[config.mk]
export PLATFORM = sky130hd
export DESIGN_NAME = phase_gate_unit
export DESIGN_NICKNAME = d
export VERILOG_FILES = /design/src/rtl/phase_gate_pkg.sv /design/src/rtl/phase_gate_rst_sync.sv /design/src/rtl/phase_gate_ctr.sv /design/src/rtl/phase_gate_cmp_reg.sv /design/src/rtl/phase_gate_out_ff.sv /design/src/rtl/phase_gate_unit.sv
export SDC_FILE = /design/constraint.sdc
export NUM_CORES = 1
export LEC_CHECK = 0
export ABC_AREA = 1
export ABC_CLOCK_PERIOD_IN_PS = 1260
export CAP_MARGIN = 20
export CORE_MARGIN = 3
export CORE_UTILIZATION = 30
export DETAILED_ROUTE_END_ITERATION = 12
export GPL_TIMING_DRIVEN = 1
export PLACE_DENSITY = 0.54
export SYNTH_ARGS = -nofsm -noshare
export SYNTH_HDL_FRONTEND = slang
export SYNTH_SLANG_ARGS = --single-unit
export TNS_END_PERCENT = 10
[constraint.sdc]
create_clock -name clk -period 1.26 [get_ports clk]
set_input_delay 0.252 -clock clk [delete_from_list [all_inputs] [get_ports clk]]
set_output_delay 0.252 -clock clk [all_outputs]
set_load 0.005 [all_outputs]
[src/rtl/phase_gate_pkg.sv]
package phase_gate_pkg;

  // Events that invert the gate output in one cycle
  typedef struct packed {
    logic wrap;
    logic match;
  } tog_evt_t;

  function automatic logic any_evt(input tog_evt_t e);
    return e.wrap | e.match;
  endfunction

endpackage

[src/rtl/phase_gate_rst_sync.sv]
module phase_gate_rst_sync (
  input  logic clk,
  input  logic rst_n,
  output logic rst_q_n
);
  logic [1:0] sync_q;

  always_ff @(posedge clk or negedge rst_n) begin
    if (!rst_n) sync_q <= 2'b00;
    else        sync_q <= {sync_q[0], 1'b1};
  end

  assign rst_q_n = sync_q[1];
endmodule

[src/rtl/phase_gate_ctr.sv]
module phase_gate_ctr #(
  parameter int PERIOD = 400,
  parameter int CNT_W  = $clog2(PERIOD)
) (
  input  logic             clk,
  input  logic             rst_n,
  input  logic             run,
  input  logic             clr,
  output logic [CNT_W-1:0] cnt,
  output logic             wrap
);
  localparam logic [CNT_W-1:0] LAST = CNT_W'(PERIOD - 1);

  logic [CNT_W-1:0] cnt_q, cnt_d;
  logic             cnt_en;

  assign wrap   = run & ~clr & (cnt_q == LAST);
  assign cnt_en = clr | run;

  always_comb begin
    cnt_d = cnt_q;
    if (clr)       cnt_d = '0;
    else if (wrap) cnt_d = '0;
    else if (run)  cnt_d = cnt_q + 1'b1;
  end

  always_ff @(posedge clk or negedge rst_n) begin
    if (!rst_n)      cnt_q <= '0;
    else if (cnt_en) cnt_q <= cnt_d;
  end

  assign cnt = cnt_q;
endmodule

[src/rtl/phase_gate_cmp_reg.sv]
module phase_gate_cmp_reg #(
  parameter int CNT_W = 9
) (
  input  logic             clk,
  input  logic             rst_n,
  input  logic             wr,
  input  logic [CNT_W-1:0] wdata,
  input  logic             commit,
  output logic [CNT_W-1:0] act
);
  logic [CNT_W-1:0] shadow_q, act_q, act_d;

  // A write in the commit cycle is taken directly
  assign act_d = wr ? wdata : shadow_q;

  always_ff @(posedge clk or negedge rst_n) begin
    if (!rst_n)  shadow_q <= '0;
    else if (wr) shadow_q <= wdata;
  end

  always_ff @(posedge clk or negedge rst_n) begin
    if (!rst_n)      act_q <= '0;
    else if (commit) act_q <= act_d;
  end

  assign act = act_q;
endmodule

[src/rtl/phase_gate_out_ff.sv]
module phase_gate_out_ff
  import phase_gate_pkg::*;
(
  input  logic     clk,
  input  logic     rst_n,
  input  logic     set,
  input  logic     clr,
  input  tog_evt_t evt,
  output logic     gate
);
  logic gate_q, gate_d, gate_en;

  assign gate_en = set | clr | any_evt(evt);

  always_comb begin
    gate_d = gate_q;
    if (clr)                gate_d = 1'b0;
    else if (set)           gate_d = 1'b1;
    else if (any_evt(evt))  gate_d = ~gate_q;
  end

  always_ff @(posedge clk or negedge rst_n) begin
    if (!rst_n)       gate_q <= 1'b0;
    else if (gate_en) gate_q <= gate_d;
  end

  assign gate = gate_q;
endmodule

[src/rtl/phase_gate_unit.sv]
module phase_gate_unit
  import phase_gate_pkg::*;
#(
  parameter int PERIOD = 400,
  parameter int CNT_W  = $clog2(PERIOD)
) (
  input  logic             clk,
  input  logic             rst_n,
  input  logic             run_n,
  input  logic             ctr_clr,
  input  logic             gate_set,
  input  logic             gate_clr,
  input  logic             cmp_wr,
  input  logic [CNT_W-1:0] cmp_data,
  output logic             gate_o,
  output logic [CNT_W-1:0] count_o
);
  logic             rst_q_n;
  logic             run;
  logic             wrap;
  logic             commit;
  logic [CNT_W-1:0] cnt;
  logic [CNT_W-1:0] cmp_act;
  tog_evt_t         evt;

  assign run = ~run_n;

  phase_gate_rst_sync u_rst (
    .clk     (clk),
    .rst_n   (rst_n),
    .rst_q_n (rst_q_n)
  );

  phase_gate_ctr #(.PERIOD(PERIOD), .CNT_W(CNT_W)) u_ctr (
    .clk   (clk),
    .rst_n (rst_q_n),
    .run   (run),
    .clr   (ctr_clr),
    .cnt   (cnt),
    .wrap  (wrap)
  );

  // New compare value goes live at wrap, or at once when the counter is idle
  assign commit = wrap | ctr_clr | run_n;

  phase_gate_cmp_reg #(.CNT_W(CNT_W)) u_cmp (
    .clk    (clk),
    .rst_n  (rst_q_n),
    .wr     (cmp_wr),
    .wdata  (cmp_data),
    .commit (commit),
    .act    (cmp_act)
  );

  // Comparator blanked at terminal count and for a zero value
  assign evt.match = run & ~ctr_clr & ~wrap & (cmp_act != '0) & (cnt == cmp_act);
  assign evt.wrap  = wrap;

  phase_gate_out_ff u_out (
    .clk   (clk),
    .rst_n (rst_q_n),
    .set   (gate_set),
    .clr   (gate_clr),
    .evt   (evt),
    .gate  (gate_o)
  );

  assign count_o = cnt;
endmodule

==> results.txt, run 1 <==
Failing checks = negative setup slack
YS warnings = 0
Vias in the first global route = 1272
Share of the synthesized area in the top cell type = 50.5%
RePlAce Congestion = 0.759
Primary FF master, synth = dfrtp_1
Worst reg-to-reg setup slack = -0.17 ns
Synth top cells by count = 46 x nand2_1, 30 x dfrtp_1, 22 x inv_1, 16 x nor2_1, 11 x o21ai_0
Core Rows = 24
Post-synth top area cell = dfrtp_1
Min cycle time layout = 1.43 ns
RSZ-0062 raised after global routing = true
NumNets Final = 246
Post-DP HPWL = 2.37 mm
Power density cells = 1000 nW/um2
Crit path DAT = 1.61 ns
Initial drt markers = 46
#FFs+latches synth = 30
Via count = 1301
H-tree levels = 2
Ports = 26
CP max stage cell = dfrtp_1
Hold Slack = 0.124 ns
Clk Latency, worst-skew pair = 0.28 ns
Final setup vio count = 20
Final TNS setup = -2.80 ns
Root Buffer = clkbuf_8
Multi-input logic area = 678 um2
Mean number of vias per cell = 4.43
Setup WS post-layout = -0.171 ns
LEAKAGE = 1.07 nW
Initial antenna violation count = 0
Max Fclk = 699 MHz
CTS buffer count = 5
DRC viols = 0
Maximum VDD drop = 0.656 mV
Worst r2r path cells = 10
Mapped Area = 1490 um2
DR WL/cell = 11.5 um
R2R Path Start = u_ctr.cnt[0]
Crit path launch = u_ctr.cnt[0]
Detailed Routing Iterations Pass 1 = 4
Cell repeated most along the worst path = nand3_2
Die Width = 76.4 um
Mapped Cells = 170
Core ar. = 4560 um2
Critical Path Source Type = flip-flop
CTS tree = done
Most numerous cell in the Yosys netlist = nand2_1
Worst r2r dst = u_out.gate
Kind of critical path = reg -> reg
# hold bufs at CTS = 0
Grt total ovfl = 0
Hold WC Path Type = in -> async
Die Y = 76.4 um
Period utilization = 114%
N_diodes = 0
Place WS = -0.267 ns
CTS Sinks = 30
Number of synthesized flops with an enable pin = 0
Reg clk slew, reported paths = 0.06 ns
Filler cell count = 469
Clock tree buffer depth = 2
Area growth syn-to-layout = 45.6%
Critical-path cell list = ha_4 -> nand2_4 -> nor2_4 -> nand3_2 -> nand2_4 -> nor2_2 -> nand3_2 -> nand3_2 -> nand2_1 -> nand2_1
Setup Skew = 0.00248 ns
Final Max Tran Viols = 0
Mapped Avg Cell Area = 8.74 um2
CP Max Fanout = 7
Sequential cell area = 753 um2
Die area = 5840 um2
Final non-filler cell total = 294
DRT Wirelength = 3.38 mm
Final Util = 47.4%
Initial Utilization = 32.6%
Inst Count DP = 279
Crit end category = flip-flop
Largest net degree at the start of global routing = 29
Status = finished with violations
Async SR Flop Fraction = 100%
Top cells by area, synth = dfrtp_1 51%, nand2_1 12%, mux2_2 6.8%, inv_1 5.6%, nor2_1 4.0%
Sequential area share after synthesis = 50.5%
Worst path required time = 1.44 ns
Number of max-cap violations = 0
Total Routing Usage GR = 12.7%
Critical Path End = u_out.gate
Port Buf Inserts = 25
Syn nets = 187
Antenna Nets Post-Route = 0
CP max stage delay = 0.41 ns
Final Hold Viols = 0
First-pass GRT wire length = 5.89 mm
Cell variety after synth = 27
Layout cells sized above 1 = 30.1%
## where the power goes
group / internal [mW] / switching, mW / total [mW]
Clock: 0.369 / 0.360 / 0.730
Combinational: 0.184 / 0.175 / 0.359
Sequential: 1.04 / 0.0406 / 1.08
Total: 1.59 / 0.576 / 2.17
## state kept, by name, indices dropped and copies added, names as in the netlist
signal	flops
u_cmp.act	9
u_out.gate	1
u_cmp.shadow_q	9
u_rst.sync_q	2
u_ctr.cnt	9
## area by class of cell
cell class,count,share of cell area (%)
multi-input combinational,114,31.3
clock inverter,2,0.462
inverter,23,3.99
sequential,30,34.8
timing repair buffer,55,22.5
clock buffer,5,3.18
tap,65,3.76
## routing by layer
metal  global-route usage (%)  wire, um  vias up
met5                        0         0        -
met1                     16.9      1630      613
met4                     4.89        41        0
met2                     18.5      1540       26
met3                     4.85       175        6
li1                         -         -      656
## critical path: cells and delay by family, from the launching register on
kind | cells | cell delay, ns
fa+ha+maj | 1 | 0.17
flops | 1 | 0.41
simple gates | 9 | 0.73
## logic make-up (layout without fill, tap and decap cells)
family          Yosys count  count (layout)  share of synthesized area (%)
flops                    30              30                           50.5
buf+inv                  26              85                           7.66
mux                       9               9                           6.82
other cells               1               1                          0.252
simple gates             77              77                           23.3
compound gates           22              22                           8.25
fa+ha+maj                 1               1                          0.842
xor+xnor                  4               4                           2.36
## what timing repair did
action | in CTS | in global routing
pin swaps | 2 | 6
buffers inserted | 6 | 2
gates resized for setup | 20 | 23
endpoints found under the setup margin | 29 | 23
## worst min-delay path by stage
stage,slack (ns),end,startpoint
3_5_place_dp,0.27,u_cmp.shadow_q[2],u_rst.sync_q[1]
6_report,0.12,u_rst.sync_q[0],rst_n
2_1_floorplan,-0.04,u_rst.sync_q[0],rst_n
5_1_grt,0.12,u_rst.sync_q[0],rst_n
4_1_cts,0.12,u_rst.sync_q[0],rst_n
3_3_place_gp,0.26,u_cmp.shadow_q[2],u_rst.sync_q[1]
## metrics by stage
step                area (um2)  total power, mW
floorplan                 1490             1.28
global placement          1970             1.42
detailed placement        1970             1.43
CTS                       2100             2.18
global route              2160             2.28
finish                    2160             2.17
## cell usage in the layout, fill, tap and decap left out, types with 2 or more instances in the layout
master,instances
clkbuf_8,5
buf_12,2
xnor2_1,2
nand3_2,3
dlygate4sd2_1,6
o22ai_1,6
nand2_2,2
inv_1,22
mux2_2,9
buf_6,3
dfrtp_1,28
nand3_1,2
clkinv_2,2
nand2_4,2
clkdlybuf4s50_1,15
nor2_1,15
buf_4,26
dfrtp_2,2
nand4_1,3
o21ai_0,4
o21ai_1,7
xor2_1,2
o21ai_2,2
nand2_1,44
clkbuf_2,3
nor2_2,2
Power figures use the tool's default switching activity.
==> inputs of run 2 (changes only) <==
--- a/config.mk
+++ b/config.mk
@@ -11,7 +11,7 @@
 export CORE_MARGIN = 3
 export CORE_UTILIZATION = 30
 export DETAILED_ROUTE_END_ITERATION = 12
-export GPL_TIMING_DRIVEN = 1
+export GPL_TIMING_DRIVEN = 0
 export PLACE_DENSITY = 0.54
 export SYNTH_ARGS = -nofsm -noshare
 export SYNTH_HDL_FRONTEND = slang
==> results.txt, run 2 (synthesized netlist as in run 1, its figures left out) <==
Root Buffer = clkbuf_8
Buf/Inv on CP = 0 (unchanged)
Final Max Tran Viols = 0 (unchanged)
DRT Wirelength = 3.41 mm (+0.62%)
Antenna Nets Post-Route = 0 (unchanged)
Initial drt markers = 52 (+13%)
Critical-path cell list = ha_4 -> nand2_4 -> nor2_4 -> nand3_2 -> nand2_4 -> nor2_4 -> nand3_2 -> nand3_2 -> nand2_1 -> nand2_1
Crit path launch = u_ctr.cnt[1]
Filler cell count = 467 (-0.43%)
CTS tree = done
Port Buf Inserts = 24 (-4.0%)
DR WL/cell = 12.1 um (+5.3%)
Vias in the first global route = 1334 (+4.9%)
Final TNS setup = -2.33 ns (+0.471 ns)
H-tree levels = 2 (unchanged)
Setup Skew = 0.00359 ns (+0.00111 ns)
Core ar. = 4560 um2 (unchanged)
Final Util = 45.4% (-2.0 points)
Kind of critical path = reg -> reg
Ports = 26 (unchanged)
Detailed Routing Iterations Pass 1 = 5 (+1)
Total Routing Usage GR = 12.8% (+0.094 points)
Core Rows = 24 (unchanged)
RSZ-0062 raised after global routing = true
Die Width = 76.4 um (unchanged)
Crit end category = flip-flop
Setup WS post-layout = -0.164 ns (+0.00685 ns)
LEAKAGE = 1.02 nW (-4.8%)
Worst path required time = 1.43 ns (about the same)
Hold WC Path Type = in -> async
Via count = 1274 (-2.1%)
Status = finished with violations
Sequential cell area = 756 um2 (+0.33%)
NumNets Final = 232 (-5.7%)
CTS Sinks = 30 (unchanged)
Final Hold Viols = 0 (unchanged)
# hold bufs at CTS = 0 (unchanged)
Clock tree buffer depth = 2 (unchanged)
Area growth syn-to-layout = 39.4%
Layout cells sized above 1 = 25.5% (-4.7 points)
Max Fclk = 702 MHz (+0.48%)
CP Max Fanout = 7 (unchanged)
Final setup vio count = 20 (unchanged)
Reg clk slew, reported paths = 0.07 ns (about the same)
Hold Slack = 0.127 ns (+0.00286 ns)
Largest net degree at the start of global routing = 22 (-24%)
Commonest cells after routing, fill and taps aside = 46 x nand2_1, 26 x dfrtp_1, 20 x inv_1
Failing checks = negative setup slack
CTS buffer count = 5 (unchanged)
RePlAce Congestion = 0.734 (-3.2%)
Place WS = -0.322 ns (-0.0551 ns)
Grt total ovfl = 0 (unchanged)
CP max stage delay = 0.42 ns (about the same)
Multi-input logic area = 663 um2 (-2.2%)
Crit path DAT = 1.60 ns (about the same)
Number of max-cap violations = 0 (unchanged)
Top delay family on crit path = simple AND/OR/NAND/NOR gates
Power density cells = 1070 nW/um2 (+7.2%)
Period utilization = 113% (-0.54 points)
Critical Path Source Type = flip-flop
Die Y = 76.4 um (unchanged)
Min cycle time layout = 1.42 ns (-0.00685 ns)
Mean number of vias per cell = 4.53 (+2.5%)
Post-DP HPWL = 2.35 mm (-0.61%)
First-pass GRT wire length = 5.98 mm (+1.5%)
Maximum VDD drop = 0.633 mV (-3.4%)
R2R Path Start = u_ctr.cnt[1]
N_diodes = 0 (unchanged)
CP max stage cell = dfrtp_1
Die area = 5840 um2 (unchanged)
Initial antenna violation count = 0 (unchanged)
Commonest non-fill, non-tap cell in the layout = nand2_1
Initial Utilization = 32.6% (unchanged)
Cell repeated most along the worst path = nand3_2
DRC viols = 0 (unchanged)
Clk Latency, worst-skew pair = 0.28 ns (about the same)
==> run 2: routing by layer <==
metal	vias up	wire (um)	track usage, %
li1	631	-	-
met1	610	1630	15.8
met2	27	1570	20.9
met3	6	151	3.78
met4	0	51	4.89
met5	-	0	0
==> run 2: final timing paths <==
path	slack [ns]	end	depth (start not counted)
worst min-delay path	0.13	u_rst.sync_q[0]	1
min in group clk	0.36	u_rst.sync_q[1]	0
worst max-delay path	-0.16	u_out.gate	10
max in group asynchronous	0.64	u_ctr.cnt[0]	1
worst min register to register	0.17	u_ctr.cnt[3]	0
worst max register to register	-0.16	u_out.gate	10
==> run 2: layout make-up <==
| class | count | area share, % |
|---|---|---|
| Timing Repair Buffer | 38 | 17.3 |
| Clock inverter | 1 | 0.242 |
| Multi-Input combinational cell | 114 | 32.0 |
| Inverter | 23 | 4.17 |
| Clock buffer | 7 | 4.17 |
| Buffer | 3 | 1.69 |
| Sequential cell | 30 | 36.5 |
| Tap cell | 65 | 3.93 |
==> run 2: power by group <==
group          internal, mW  total [mW]  switching, mW
clock                 0.440       0.802          0.362
sequential             1.04        1.09         0.0481
combinational         0.172       0.334          0.162
==> run 2: through the flow <==
step	instances	power, mW	instance area, um2
finish	281	2.22	2070
global route	281	2.37	2070
CTS	278	2.25	2010
detailed placement	260	1.41	1840
global placement	259	1.40	1810
floorplan	170	1.28	1490
==> run 2: timing repair <==
action,CTS,global route
pin swaps,0,6
endpoints found under the setup margin,29,25
setup buffers,10,3
cloned,0,0
resized for setup,15,23
==> inputs of run 3 (changes only) <==
--- a/config.mk
+++ b/config.mk
@@ -7,7 +7,7 @@
 export LEC_CHECK = 0
 export ABC_AREA = 1
 export ABC_CLOCK_PERIOD_IN_PS = 1260
-export CAP_MARGIN = 20
+export CAP_MARGIN = 40
 export CORE_MARGIN = 3
 export CORE_UTILIZATION = 30
 export DETAILED_ROUTE_END_ITERATION = 12
==> results.txt, run 3 (synthesized netlist as in run 1, its figures left out) <==
Finished Cell Area = 2050 um2 (-1.2%)
Core Rows = 24 (unchanged)
Mean number of vias per cell = 4.49 (-0.98%)
CTS Sinks = 30 (unchanged)
DRC viols = 0 (unchanged)
Slew @ Worst Pin = 0.623 ns
CP Max Fanout = 7 (unchanged)
Min cycle time layout = 1.41 ns (-0.0147 ns)
Root Buffer = clkbuf_8
Cell repeated most along the worst path = nand2_4
Antenna Nets Post-Route = 0 (unchanged)
N_diodes = 0 (unchanged)
Final TNS setup = -2.26 ns (+0.0692 ns)
Critical Path Source Type = flip-flop
CP max stage delay = 0.42 ns (about the same)
WP depth = 8 (-2)
Number of max-cap violations = 0 (unchanged)
Final Util = 44.8% (-0.55 points)
Grt total ovfl = 0 (unchanged)
Initial antenna violation count = 0 (unchanged)
Ports = 26 (unchanged)
Total Routing Usage GR = 12.6% (-0.21 points)
Post-DP HPWL = 2.36 mm (+0.45%)
Final non-filler cell total = 282 (+0.36%)
RePlAce Congestion = 0.734 (unchanged)
P_sw = 577 uW (+0.69%)
Inst Count DP = 260 (unchanged)
Setup WS post-layout = -0.149 ns (+0.0147 ns)
Detailed Routing Iterations Pass 1 = 4 (-1)
Worst reg-to-reg setup slack = -0.15 ns (about the same)
Final Max Tran Viols = 0 (unchanged)
Int Power = 1.65 mW (-0.32%)
Max Fclk = 709 MHz (+1.0%)
Failing checks = negative setup slack
RSZ-0062 raised after global routing = true
Commonest cells after routing, fill and taps aside = 45 x nand2_1, 26 x dfrtp_1, 21 x inv_1
Reg clk slew, reported paths = 0.07 ns (about the same)
Worst r2r dst = u_ctr.cnt[1]
Crit end category = flip-flop
Clk pwr share = 36.3% (+0.2 points)
Status = finished with violations
Layout cells sized above 1 = 24.9% (-0.58 points)
Period utilization = 112% (-1.2 points)
Via count = 1266 (-0.63%)
Port Buf Inserts = 24 (unchanged)
Sw Share = 25.9% (+0.19 points)
H-tree levels = 2 (unchanged)
Kind of critical path = reg -> reg
Die Y = 76.4 um (unchanged)
Worst path required time = 1.42 ns (about the same)
Commonest non-fill, non-tap cell in the layout = nand2_1
R2R Path Start = u_ctr.cnt[1]
Maximum VDD drop = 0.634 mV (+0.17%)
First-pass GRT wire length = 5.87 mm (-1.9%)
Die area = 5840 um2 (unchanged)
Hold Slack = 0.124 ns (-0.00252 ns)
Initial drt markers = 69 (+33%)
CP max stage cell = dfrtp_1
Post-DP Area = 1830 um2 (-0.68%)
Worst r2r path cells = 8 (-2)
Hold WC Path Type = in -> async
Area growth syn-to-layout = 37.7%
Core ar. = 4560 um2 (unchanged)
Critical-path cell list = ha_4 -> nand2_4 -> nor2_4 -> nand3_2 -> nand2_4 -> inv_1 -> nand2_1 -> o21ai_0
Clk Latency, worst-skew pair = 0.28 ns (about the same)
Reg power frac = 49.1% (+0.2 points)
Crit path DAT = 1.57 ns (-0.03 ns)
DRT Wirelength = 3.42 mm (+0.35%)
Final Hold Viols = 0 (unchanged)
Top delay family on crit path = simple AND/OR/NAND/NOR gates
LEAKAGE = 0.999 nW (-2.4%)
Slew headroom = 58.5%
Setup Skew = 0.00383 ns (+0.000244 ns)
Die Width = 76.4 um (unchanged)
Clock tree buffer depth = 2 (unchanged)
Place WS = -0.324 ns (-0.00149 ns)
NumNets Final = 233 (+0.43%)
Vias in the first global route = 1310 (-1.8%)
Buf/Inv on CP = 1 (+1)
# hold bufs at CTS = 0 (unchanged)
Largest net degree at the start of global routing = 16 (-27%)
Initial Utilization = 32.6% (unchanged)
DR WL/cell = 12.1 um (about the same)
Final setup vio count = 20 (unchanged)
Final total power = 2.22 mW (about the same)
Power density cells = 1090 nW/um2 (+1.2%)
CTS buffer count = 5 (unchanged)
Comb pwr share = 14.6% (-0.4 points)
CTS tree = done
==> run 3: what timing repair did <==
item / in CTS / in global routing
resized for setup: 18 / 13
pin swaps: 2 / 5
setup buffers: 10 / 4
endpoints found under the setup margin: 29 / 22
==> run 3: worst max-delay path by stage <==
stage / startpoint / endpoint
3_3_place_gp: u_ctr.cnt[0] / u_out.gate
2_1_floorplan: u_ctr.cnt[0] / u_out.gate
5_1_grt: u_ctr.cnt[1] / u_ctr.cnt[1]
3_5_place_dp: u_ctr.cnt[0] / u_out.gate
6_report: u_ctr.cnt[1] / u_ctr.cnt[1]
4_1_cts: u_ctr.cnt[1] / u_out.gate
==> run 3: metal layers <==
layer / global-route usage, % / vias up / part of all wire [%]
met3: 3.78 / 7 / 3.7
met5: 0 / - / 0
met1: 15.5 / 600 / 49
met4: 5.43 / 0 / 1.8
met2: 20.3 / 22 / 45
li1: - / 637 / -
==> run 3: final cells by class <==
class / instances / area [um2]
plain buffers: 3 / 31.3
clock buffers: 7 / 86.3
clock inverters: 1 / 5.00
fillers: 474 / 2520
inverters: 23 / 86.3
multi-input cells: 114 / 652
flip-flops and latches: 30 / 756
well taps: 65 / 81.3
repair buffers: 39 / 349
==> run 3: power by group through the flow <==
stage               clock network [mW]  logic [mW]  registers, mW
floorplan                            0       0.180           1.10
global placement                     0       0.277           1.12
detailed placement                   0       0.292           1.11
CTS                              0.850       0.305           1.09
global route                     0.886       0.370           1.10
finish                           0.808       0.324           1.09
